**src/rtl/rsd_pkg.sv**
```systemverilog
package rsd_pkg;
  typedef enum logic [1:0] {
    RSD_LOW  = 2'b00,
    RSD_MID  = 2'b01,
    RSD_HIGH = 2'b10
  } rsd_code_e;
endpackage

```
**src/rtl/rsd_classify.sv**
```systemverilog
// Three-way region decision against two fixed decision levels.
module rsd_classify
  import rsd_pkg::*;
#(
  parameter int SAMPLE_W = 12,
  parameter int HI_OFS   = 0,
  parameter int LO_OFS   = 0
) (
  input  logic signed [SAMPLE_W-1:0] smp,
  output rsd_code_e                  code
);
  localparam int VREF  = 2 ** (SAMPLE_W - 2);
  localparam int TH_HI = VREF / 4 + HI_OFS;
  localparam int TH_LO = -(VREF / 4) + LO_OFS;
  localparam logic signed [SAMPLE_W+1:0] LVL_HI = (SAMPLE_W + 2)'(TH_HI);
  localparam logic signed [SAMPLE_W+1:0] LVL_LO = (SAMPLE_W + 2)'(TH_LO);

  logic signed [SAMPLE_W+1:0] smp_x;

  always_comb begin
    smp_x = {{2{smp[SAMPLE_W-1]}}, smp};
    if (smp_x > LVL_HI)      code = RSD_HIGH;
    else if (smp_x < LVL_LO) code = RSD_LOW;
    else                     code = RSD_MID;  // ties land here
  end
endmodule

```
**src/rtl/rsd_residue.sv**
```systemverilog
// Doubled, region-corrected residue with clamping to +/-VREF.
module rsd_residue
  import rsd_pkg::*;
#(
  parameter int SAMPLE_W = 12
) (
  input  logic signed [SAMPLE_W-1:0] smp,
  input  rsd_code_e                  code,
  output logic signed [SAMPLE_W-1:0] res
);
  localparam int VREF = 2 ** (SAMPLE_W - 2);
  localparam logic signed [SAMPLE_W+1:0] VREF_P = (SAMPLE_W + 2)'(VREF);
  localparam logic signed [SAMPLE_W+1:0] VREF_N = -VREF_P;

  logic signed [SAMPLE_W+1:0] dbl, dac, wide;

  always_comb begin
    dbl = {smp[SAMPLE_W-1], smp, 1'b0};
    unique case (code)
      RSD_HIGH: dac = VREF_P;
      RSD_LOW:  dac = VREF_N;
      default:  dac = '0;
    endcase
    wide = dbl - dac;
    if (wide > VREF_P)      res = VREF_P[SAMPLE_W-1:0];
    else if (wide < VREF_N) res = VREF_N[SAMPLE_W-1:0];
    else                    res = wide[SAMPLE_W-1:0];
  end
endmodule

```
**src/rtl/rsd_stage.sv**
```systemverilog
// One stage: hold register with load enable, valid flag, region decision.
module rsd_stage
  import rsd_pkg::*;
#(
  parameter int SAMPLE_W = 12,
  parameter int HI_OFS   = 0,
  parameter int LO_OFS   = 0
) (
  input  logic                       clk,
  input  logic                       rst_n,
  input  logic                       vld_in,
  input  logic signed [SAMPLE_W-1:0] smp_in,
  output logic                       vld_o,
  output logic signed [SAMPLE_W-1:0] held_o,
  output rsd_code_e                  code_o
);
  logic signed [SAMPLE_W-1:0] held_q, held_d;
  logic                       vld_q, vld_d;

  always_comb begin
    held_d = held_q;
    if (vld_in) held_d = smp_in;
    vld_d = vld_in;
  end

  always_ff @(posedge clk or negedge rst_n) begin
    if (!rst_n) begin
      held_q <= '0;
      vld_q  <= 1'b0;
    end else begin
      held_q <= held_d;
      vld_q  <= vld_d;
    end
  end

  rsd_classify #(
    .SAMPLE_W(SAMPLE_W),
    .HI_OFS  (HI_OFS),
    .LO_OFS  (LO_OFS)
  ) u_cls (
    .smp (held_q),
    .code(code_o)
  );

  assign vld_o  = vld_q;
  assign held_o = held_q;
endmodule

```
**src/rtl/rsd_stage_chain.sv**
```systemverilog
module rsd_stage_chain
  import rsd_pkg::*;
#(
  parameter int NUM_STAGES           = 4,
  parameter int SAMPLE_W             = 12,
  parameter int HI_OFS [NUM_STAGES]  = '{default: 0},
  parameter int LO_OFS [NUM_STAGES]  = '{default: 0}
) (
  input  logic                       clk,
  input  logic                       rst_n,
  input  logic                       in_valid,
  input  logic signed [SAMPLE_W-1:0] in_sample,
  output logic [2*NUM_STAGES-1:0]    stage_code,
  output logic [NUM_STAGES-1:0]      stage_valid
);
  logic [1:0] rst_sync_q;
  logic       rst_core_n;

  always_ff @(posedge clk or negedge rst_n) begin
    if (!rst_n) rst_sync_q <= 2'b00;
    else        rst_sync_q <= {rst_sync_q[0], 1'b1};
  end
  assign rst_core_n = rst_sync_q[1];

  logic signed [SAMPLE_W-1:0] link_smp  [NUM_STAGES];
  logic                       link_vld  [NUM_STAGES];
  logic signed [SAMPLE_W-1:0] held      [NUM_STAGES];
  rsd_code_e                  code      [NUM_STAGES];

  assign link_smp[0] = in_sample;
  assign link_vld[0] = in_valid;

  for (genvar g = 0; g < NUM_STAGES; g++) begin : g_stage
    logic vld;

    rsd_stage #(
      .SAMPLE_W(SAMPLE_W),
      .HI_OFS  (HI_OFS[g]),
      .LO_OFS  (LO_OFS[g])
    ) u_stage (
      .clk   (clk),
      .rst_n (rst_core_n),
      .vld_in(link_vld[g]),
      .smp_in(link_smp[g]),
      .vld_o (vld),
      .held_o(held[g]),
      .code_o(code[g])
    );

    assign stage_valid[g]      = vld;
    assign stage_code[2*g +: 2] = code[g];

    if (g < NUM_STAGES - 1) begin : g_next
      rsd_residue #(.SAMPLE_W(SAMPLE_W)) u_res (
        .smp (held[g]),
        .code(code[g]),
        .res (link_smp[g+1])
      );
      assign link_vld[g+1] = vld;
    end
  end
endmodule

```
**config.mk**
```make
export PLATFORM = sky130hd
export DESIGN_NAME = rsd_stage_chain
export DESIGN_NICKNAME = d
export VERILOG_FILES = /design/src/rtl/rsd_pkg.sv /design/src/rtl/rsd_classify.sv /design/src/rtl/rsd_residue.sv /design/src/rtl/rsd_stage.sv /design/src/rtl/rsd_stage_chain.sv
export SDC_FILE = /design/constraint.sdc
export NUM_CORES = 1
export LEC_CHECK = 0
export BUFFER_PORTS_ARGS = -buffer_cell sky130_fd_sc_hd__buf_2
export CAP_MARGIN = 20
export CELL_PAD_IN_SITES_DETAIL_PLACEMENT = 0
export CELL_PAD_IN_SITES_GLOBAL_PLACEMENT = 2
export CORE_ASPECT_RATIO = 1.5
export CORE_MARGIN = 2
export CORE_UTILIZATION = 39
export DETAILED_ROUTE_END_ITERATION = 10
export PLACE_DENSITY_LB_ADDON = 0.3
export SYNTH_ARGS = -nofsm -noshare
export SYNTH_HDL_FRONTEND = slang
export SYNTH_SLANG_ARGS = --single-unit
```
**constraint.sdc**
```tcl
create_clock -name clk -period 1.75 [get_ports clk]
set_input_delay 0.0875 -clock clk [delete_from_list [all_inputs] [get_ports clk]]
set_output_delay 0.0875 -clock clk [all_outputs]
set_load 0.02 [all_outputs]
```
# After elaboration in Yosys (flattened, before gate mapping)
# Index checks and enable logic that the tools add are counted.
[totals]
rom_bits = 0
mem_bits_rw = 0
reg_bits = 54
output_inout_bits = 12
latchBits = 0
word_cells = 49
memories = 0
inputBits = 15
[classes]
multipliers = 0
eq_ne = 3
reduce_logical = 3
bitwise = 0
n_shift = 0
addsub = 3
n_div = 0
mux = 17
magnitude_cmp = 14
[op_table]
columns = ["op", "n"]
rows = [
  ["$pmux 14 s2", 3],
  ["$mux 12", 6],
  ["$gt 12x10->1 const B", 4],
  ["$lt 12x9->1 const B", 4],
  ["$gt 14x12->1 const B", 3],
  ["$lt 14x11->1 const B", 3],
  ["$sub 13x14->14", 3],
  ["$mux 2", 4],
  ["$eq 2x2->1 const B", 3],
  ["$logic_not 2->1", 3],
  ["$mux 1", 4],
]

# Logic depth before layout (Yosys ltp)
[depth]
depth_word = 9
mapped_depth = 12

# By module
# From an unflattened synthesis, not the netlist that was laid out.
[unflattened]
hier_cells = 302
hier_area_um2 = 3383.2
[modules_own_cells]
columns = ["module", "cells_per_inst", "instances", "area_per_inst_um2"]
rows = [
  ["rsd_stage", 26, 4, 509.2],
  ["rsd_residue", 53, 3, 349.1],
  ["rsd_classify", 8, 4, 53.8],
  ["rsd_stage_chain", 7, 1, 83.8],
]

# Least setup slack after synthesis
# Ideal clock, no wire load.
[synth_path]
path_kind = "reg2reg"
start = "register g_stage[0].u_stage.held_q[0]"
end = "register g_stage[1].u_stage.held_q[1]"
t_arrival_ns = 2.746
t_required_ns = 1.684
synth_period_minus_slack_ns = 2.811
path_stages_with_launch = 12
path_slack_ns = -1.061
path_cell_list = "dfrtp_1 nor4_1 nand2_1 a211o_1 o21a_1 ha_1 inv_1 fa_1 nor3b_1 o31ai_4 a21oi_4 a22o_1"
[synth_between]
elab_chain_len = 9
[synth_rtl]
columns = ["element", "line_no", "rtl"]
rows = [
  ["start: declaration", "rsd_stage.sv:17", "logic signed [SAMPLE_W-1:0] held_q, held_d;"],
  ["start signal: assignment", "rsd_stage.sv:31", "held_q <= held_d;"],
  ["$lt 12x9->1", "rsd_classify.sv:23", "else if (smp_x < LVL_LO) code = RSD_LOW;"],
  ["$mux 1", "rsd_classify.sv:23", ""],
  ["$mux 2", "rsd_classify.sv:22", "if (smp_x > LVL_HI) code = RSD_HIGH;"],
  ["$eq 2x2->1 / $logic_not 2->1 (equally long branches)", "rsd_residue.sv:19", "unique case (code)"],
  ["$pmux 14 s2", "rsd_residue.sv:19", ""],
  ["$sub 13x14->14 *", "rsd_residue.sv:24", "wide = dbl - dac;"],
  ["$lt 14x11->1", "rsd_residue.sv:26", "else if (wide < VREF_N) res = VREF_N[SAMPLE_W-1:0];"],
  ["$mux 12", "rsd_residue.sv:26", ""],
  ["$mux 12 *", "rsd_residue.sv:25", "if (wide > VREF_P) res = VREF_P[SAMPLE_W-1:0];"],
  ["end signal: assignment", "rsd_stage.sv:31", ""],
  ["end: declaration", "rsd_stage.sv:17", ""],
]
# Every way passes the cells marked *; elsewhere a longest branch is shown, timed or not.
# A chain may end at the register's enable or synchronous reset.

# Worst setup path after layout
[layout_path]
start = "register g_stage[1].u_stage.held_q[4]"
end = "register g_stage[2].u_stage.held_q[4]"
[layout_between]
elab_chain_len = 9
[layout_rtl]
columns = ["element", "line_no"]
rows = [
  ["$lt 12x9->1", "rsd_classify.sv:23"],
  ["$mux 1", "rsd_classify.sv:23"],
  ["$mux 2", "rsd_classify.sv:22"],
  ["$eq 2x2->1 / $logic_not 2->1 (equally long branches)", "rsd_residue.sv:19"],
  ["$pmux 14 s2", "rsd_residue.sv:19"],
  ["$sub 13x14->14 *", "rsd_residue.sv:24"],
  ["$lt 14x11->1", "rsd_residue.sv:26"],
  ["$mux 12", "rsd_residue.sv:26"],
  ["$mux 12 *", "rsd_residue.sv:25"],
  ["end signal: assignment", "rsd_stage.sv:31"],
  ["end: declaration", "rsd_stage.sv:17"],
]
# Marked as above.

==> results.sh <==
export IMPL_status="finished with violations"
export IMPL_violations="setup timing"
export IMPL_required_ps=1950
export IMPL_finalCritPeriodShare_pct=165
export IMPL_overflow=0
export IMPL_powerDensity_mw_per_mm2=1410
export IMPL_async_flop_share_pct=100
export IMPL_synth_edf_count=0
export IMPL_fin_skew_ps=5.44
export IMPL_p_comb_share_pct=51.7
export IMPL_synth_top_family_by_area="compound AO/OA/AOI/OAI gates"
export IMPL_cts_tree="built"
export IMPL_clkPwrFrac_pct=19.3
export IMPL_p_sw_mw=1.76
export IMPL_place_ws_ps=-1230
export IMPL_slew_headroom_pct=65.9
export IMPL_routed_wl_mm=5.28
export IMPL_port_buffers=26
export IMPL_clk_pin_slew_ps=90
export IMPL_grt_pass1_wl_mm=9.01
export IMPL_insertion_delay_ps=300
export IMPL_nets=329
export IMPL_p_seq_share_pct=29.0
export IMPL_synth_adder_area_share_pct=7.26
export IMPL_min_to="g_stage[0].u_stage.held_o[9]"
export IMPL_cts_sinks=48
export IMPL_reg2reg_from="g_stage[1].u_stage.held_o[4]"
export IMPL_vias=1893
export IMPL_first_pass_iters=4
export IMPL_ioPinCount=27
export IMPL_antenna_found_initial=0
export IMPL_clockBufferDepth=2
export IMPL_synth_area_leaders="dfrtp_1 (51%), a22o_1 (8.5%), mux2_2 (5.2%), ha_1 (4.7%), nor2_1 (2.7%)"
export IMPL_root_buffer="clkbuf_8"
export IMPL_n_antenna_cell=0
export IMPL_place_congestion=0.760
export IMPL_synth_commonest_cells="dfrtp_1 (48), a22o_1 (23), nor2_1 (17)"
export IMPL_grt_pass1_vias=2041
export IMPL_synth_compound_area_share_pct=19.0
export IMPL_dieArea_mm2=0.00675
export IMPL_ant_nets=0
export IMPL_yosys_warnings=0
export IMPL_p_int_mw=3.22
export IMPL_rr_worst_depth=11
export IMPL_die_x_um=67.7
export IMPL_min_path_type="input pin to flip-flop"
export IMPL_post_synth_top_count_cell="dfrtp_1"
export IMPL_synth_ff_type="dfrtp_1"
export IMPL_syn_area_per_cell_um2=11.6
export IMPL_syn_inst=205
export IMPL_synth_seq_cells=48
export IMPL_coreArea_mm2=0.00583
export IMPL_rsz0062_at_grt="yes"
export IMPL_hpwlAfterDp_mm=3.94
export IMPL_critPathCaptureType="flip-flop"
export IMPL_r2r_end="g_stage[2].u_stage.held_o[4]"
export IMPL_maxCapViolCount=0
export IMPL_synthSimpleGateAreaFrac_pct=12.3
export IMPL_drtIter0Drc=88
export IMPL_worstHoldStart="in_sample[9]"
export IMPL_startpoint_type="flip-flop"
export IMPL_worstPathMaxFanout=7
export IMPL_holdWs_ps=13.2
export IMPL_synth_xor_area_share_pct=1.47
export IMPL_die_y_um=99.6
export IMPL_rows=34
export IMPL_synth_mux_area_fraction_pct=5.21
export IMPL_grt_start_max_net_pins=26
export IMPL_ys_seq_area_share_pct=50.5
export IMPL_layout_setup_ws_ps=-1130
export IMPL_crit_arrival_ps=3080
export IMPL_total_power_mw=4.97
export IMPL_drc=0
export IMPL_tightest_slew_ps=511
export IMPL_htree_levels=2
export IMPL_areaGrowthSynthToFinish_pct=48.0
export IMPL_viasPerCell=5.05
export IMPL_worst_ir_drop_vdd_mv=1.04
export IMPL_grt_usage_pct=17.8
export IMPL_floorplan_initialDensity_pct=40.8
export IMPL_hold_depth=3
export IMPL_min_period_ps=2880
export IMPL_hold_viol_final=0
export IMPL_p_sw_share_pct=35.3
export IMPL_slew_viol_final=0
export IMPL_netlist_area_mm2=0.00238
export IMPL_avgRoutedWirePerCell_um=14.1
export IMPL_r2r_slack_ps=-1130
export IMPL_drive_gt1_share_pct=55.1
export IMPL_cts_buffers=5
export IMPL_setup_viol=37
export IMPL_yosys_area_top_type="dfrtp_1"
export IMPL_synth_top_area_share_pct=50.5
export IMPL_crit_type="flip-flop to flip-flop"
export IMPL_fmax_mhz=347
export IMPL_postSynthNetCount=232
export IMPL_synthDistinctLibCells=51
export IMPL_cellLeakagePower_nw=1.65
[state kept, by name, summed over array words and instances (netlist names)]
| register | flops |
|---|---|
| g_stage.u_stage.held_o | 42 |
| rst_sync_q | 2 |
| g_stage.u_stage.vld_o | 4 |
[worst max-delay path by stage]
stage,from,to,slack [ps],cells past startpoint
floorplan,g_stage[0].u_stage.held_o[7],g_stage[1].u_stage.held_o[1],-940,12
global placement,g_stage[0].u_stage.held_o[3],g_stage[1].u_stage.held_o[4],-1240,12
detailed placement,g_stage[0].u_stage.held_o[3],g_stage[1].u_stage.held_o[7],-1230,12
CTS,g_stage[0].u_stage.held_o[0],g_stage[1].u_stage.held_o[6],-1130,12
global route,g_stage[1].u_stage.held_o[4],g_stage[2].u_stage.held_o[6],-1250,12
finish,g_stage[1].u_stage.held_o[4],g_stage[2].u_stage.held_o[4],-1130,11
[stage by stage]
step	TNS, ps	cells	util [%]	area, um^2
after floorplan	-23500	205	-	2430
after global placement	-31820	355	52.4	3050
after detailed placement	-31500	355	52.4	3050
after CTS	-31710	372	59.0	3440
after global routing	-35400	375	60.4	3520
final	-30600	375	60.4	3520
[power groups by stage]
stage | registers (mW) | logic, mW | clock network (mW)
after floorplan | 1.45 | 1.19 | 0
after global placement | 1.44 | 2.03 | 0
after detailed placement | 1.45 | 2.05 | 0
after CTS | 1.44 | 2.46 | 0.989
after global routing | 1.47 | 2.79 | 1.05
final | 1.44 | 2.57 | 0.962
[critical path, stage by stage, from the launching register on]
cell	delay (ps)
dfrtp_1	380
or4_4	540
o41ai_2	220
nand2_1	120
o21a_1	200
ha_2	190
inv_2	50
fa_2	450
and3b_2	240
nand2_2	90
o21ai_4	80
a22o_1	210
[placed cells by master, fill, tap and decap left out, drive strengths merged, types with 2 or more instances in the layout]
| master | synthesis | final |
|---|---|---|
| dfrtp | 48 | 48 |
| inv | 13 | 14 |
| nand3 | 3 | 3 |
| fa | 3 | 3 |
| clkbuf | 0 | 5 |
| nand4 | 3 | 3 |
| nand2 | 11 | 11 |
| a21oi | 8 | 9 |
| buf | 5 | 94 |
| bufinv | 0 | 2 |
| nand2b | 2 | 2 |
| o21ai | 5 | 5 |
| or4 | 4 | 4 |
| xor2 | 2 | 2 |
| o21a | 2 | 2 |
| nor4 | 3 | 3 |
| ha | 9 | 9 |
| a31o | 2 | 2 |
| nor2b | 6 | 6 |
| xnor2 | 2 | 2 |
| nor2 | 17 | 17 |
| a22o | 23 | 23 |
| a21o | 2 | 2 |
| a31oi | 2 | 2 |
| mux2 | 11 | 11 |
[logic make-up (layout without fill, tap and decap cells)]
logic type	Yosys count	after routing
other	1	1
buffers and inverters	20	117
AO/OA/AOI/OAI	53	54
flip-flops	48	48
multiplexers	11	11
AND/OR/NAND/NOR	56	56
adder cells (fa/ha/maj)	12	12
XOR/XNOR	4	4
[per-layer routing]
metal	global-route usage [%]	vias to the layer above	routed length (um)
met5	0	-	0
met4	5.18	0	84
met3	3.39	8	136
met2	35.1	32	3190
met1	17.7	908	1870
li1	-	945	-
[timing repair]
action,in CTS,in global routing
hold buffers,1,0
setup buffers,14,6
gates cloned,1,0
gates resized for setup,43,15
pin swaps,21,20
hold endpoints to repair,2,0
endpoints found under the setup margin,37,38
[area by class of cell]
class,count,area (um^2)
well taps,72,90.1
repair buffers,95,733
clock inverters,3,68.8
multi-input cells,138,1300
fillers,508,2310
clock buffers,5,68.8
flip-flops and latches,48,1200
inverters,14,52.6
Note: power is estimated with default switching activity, not from simulation.
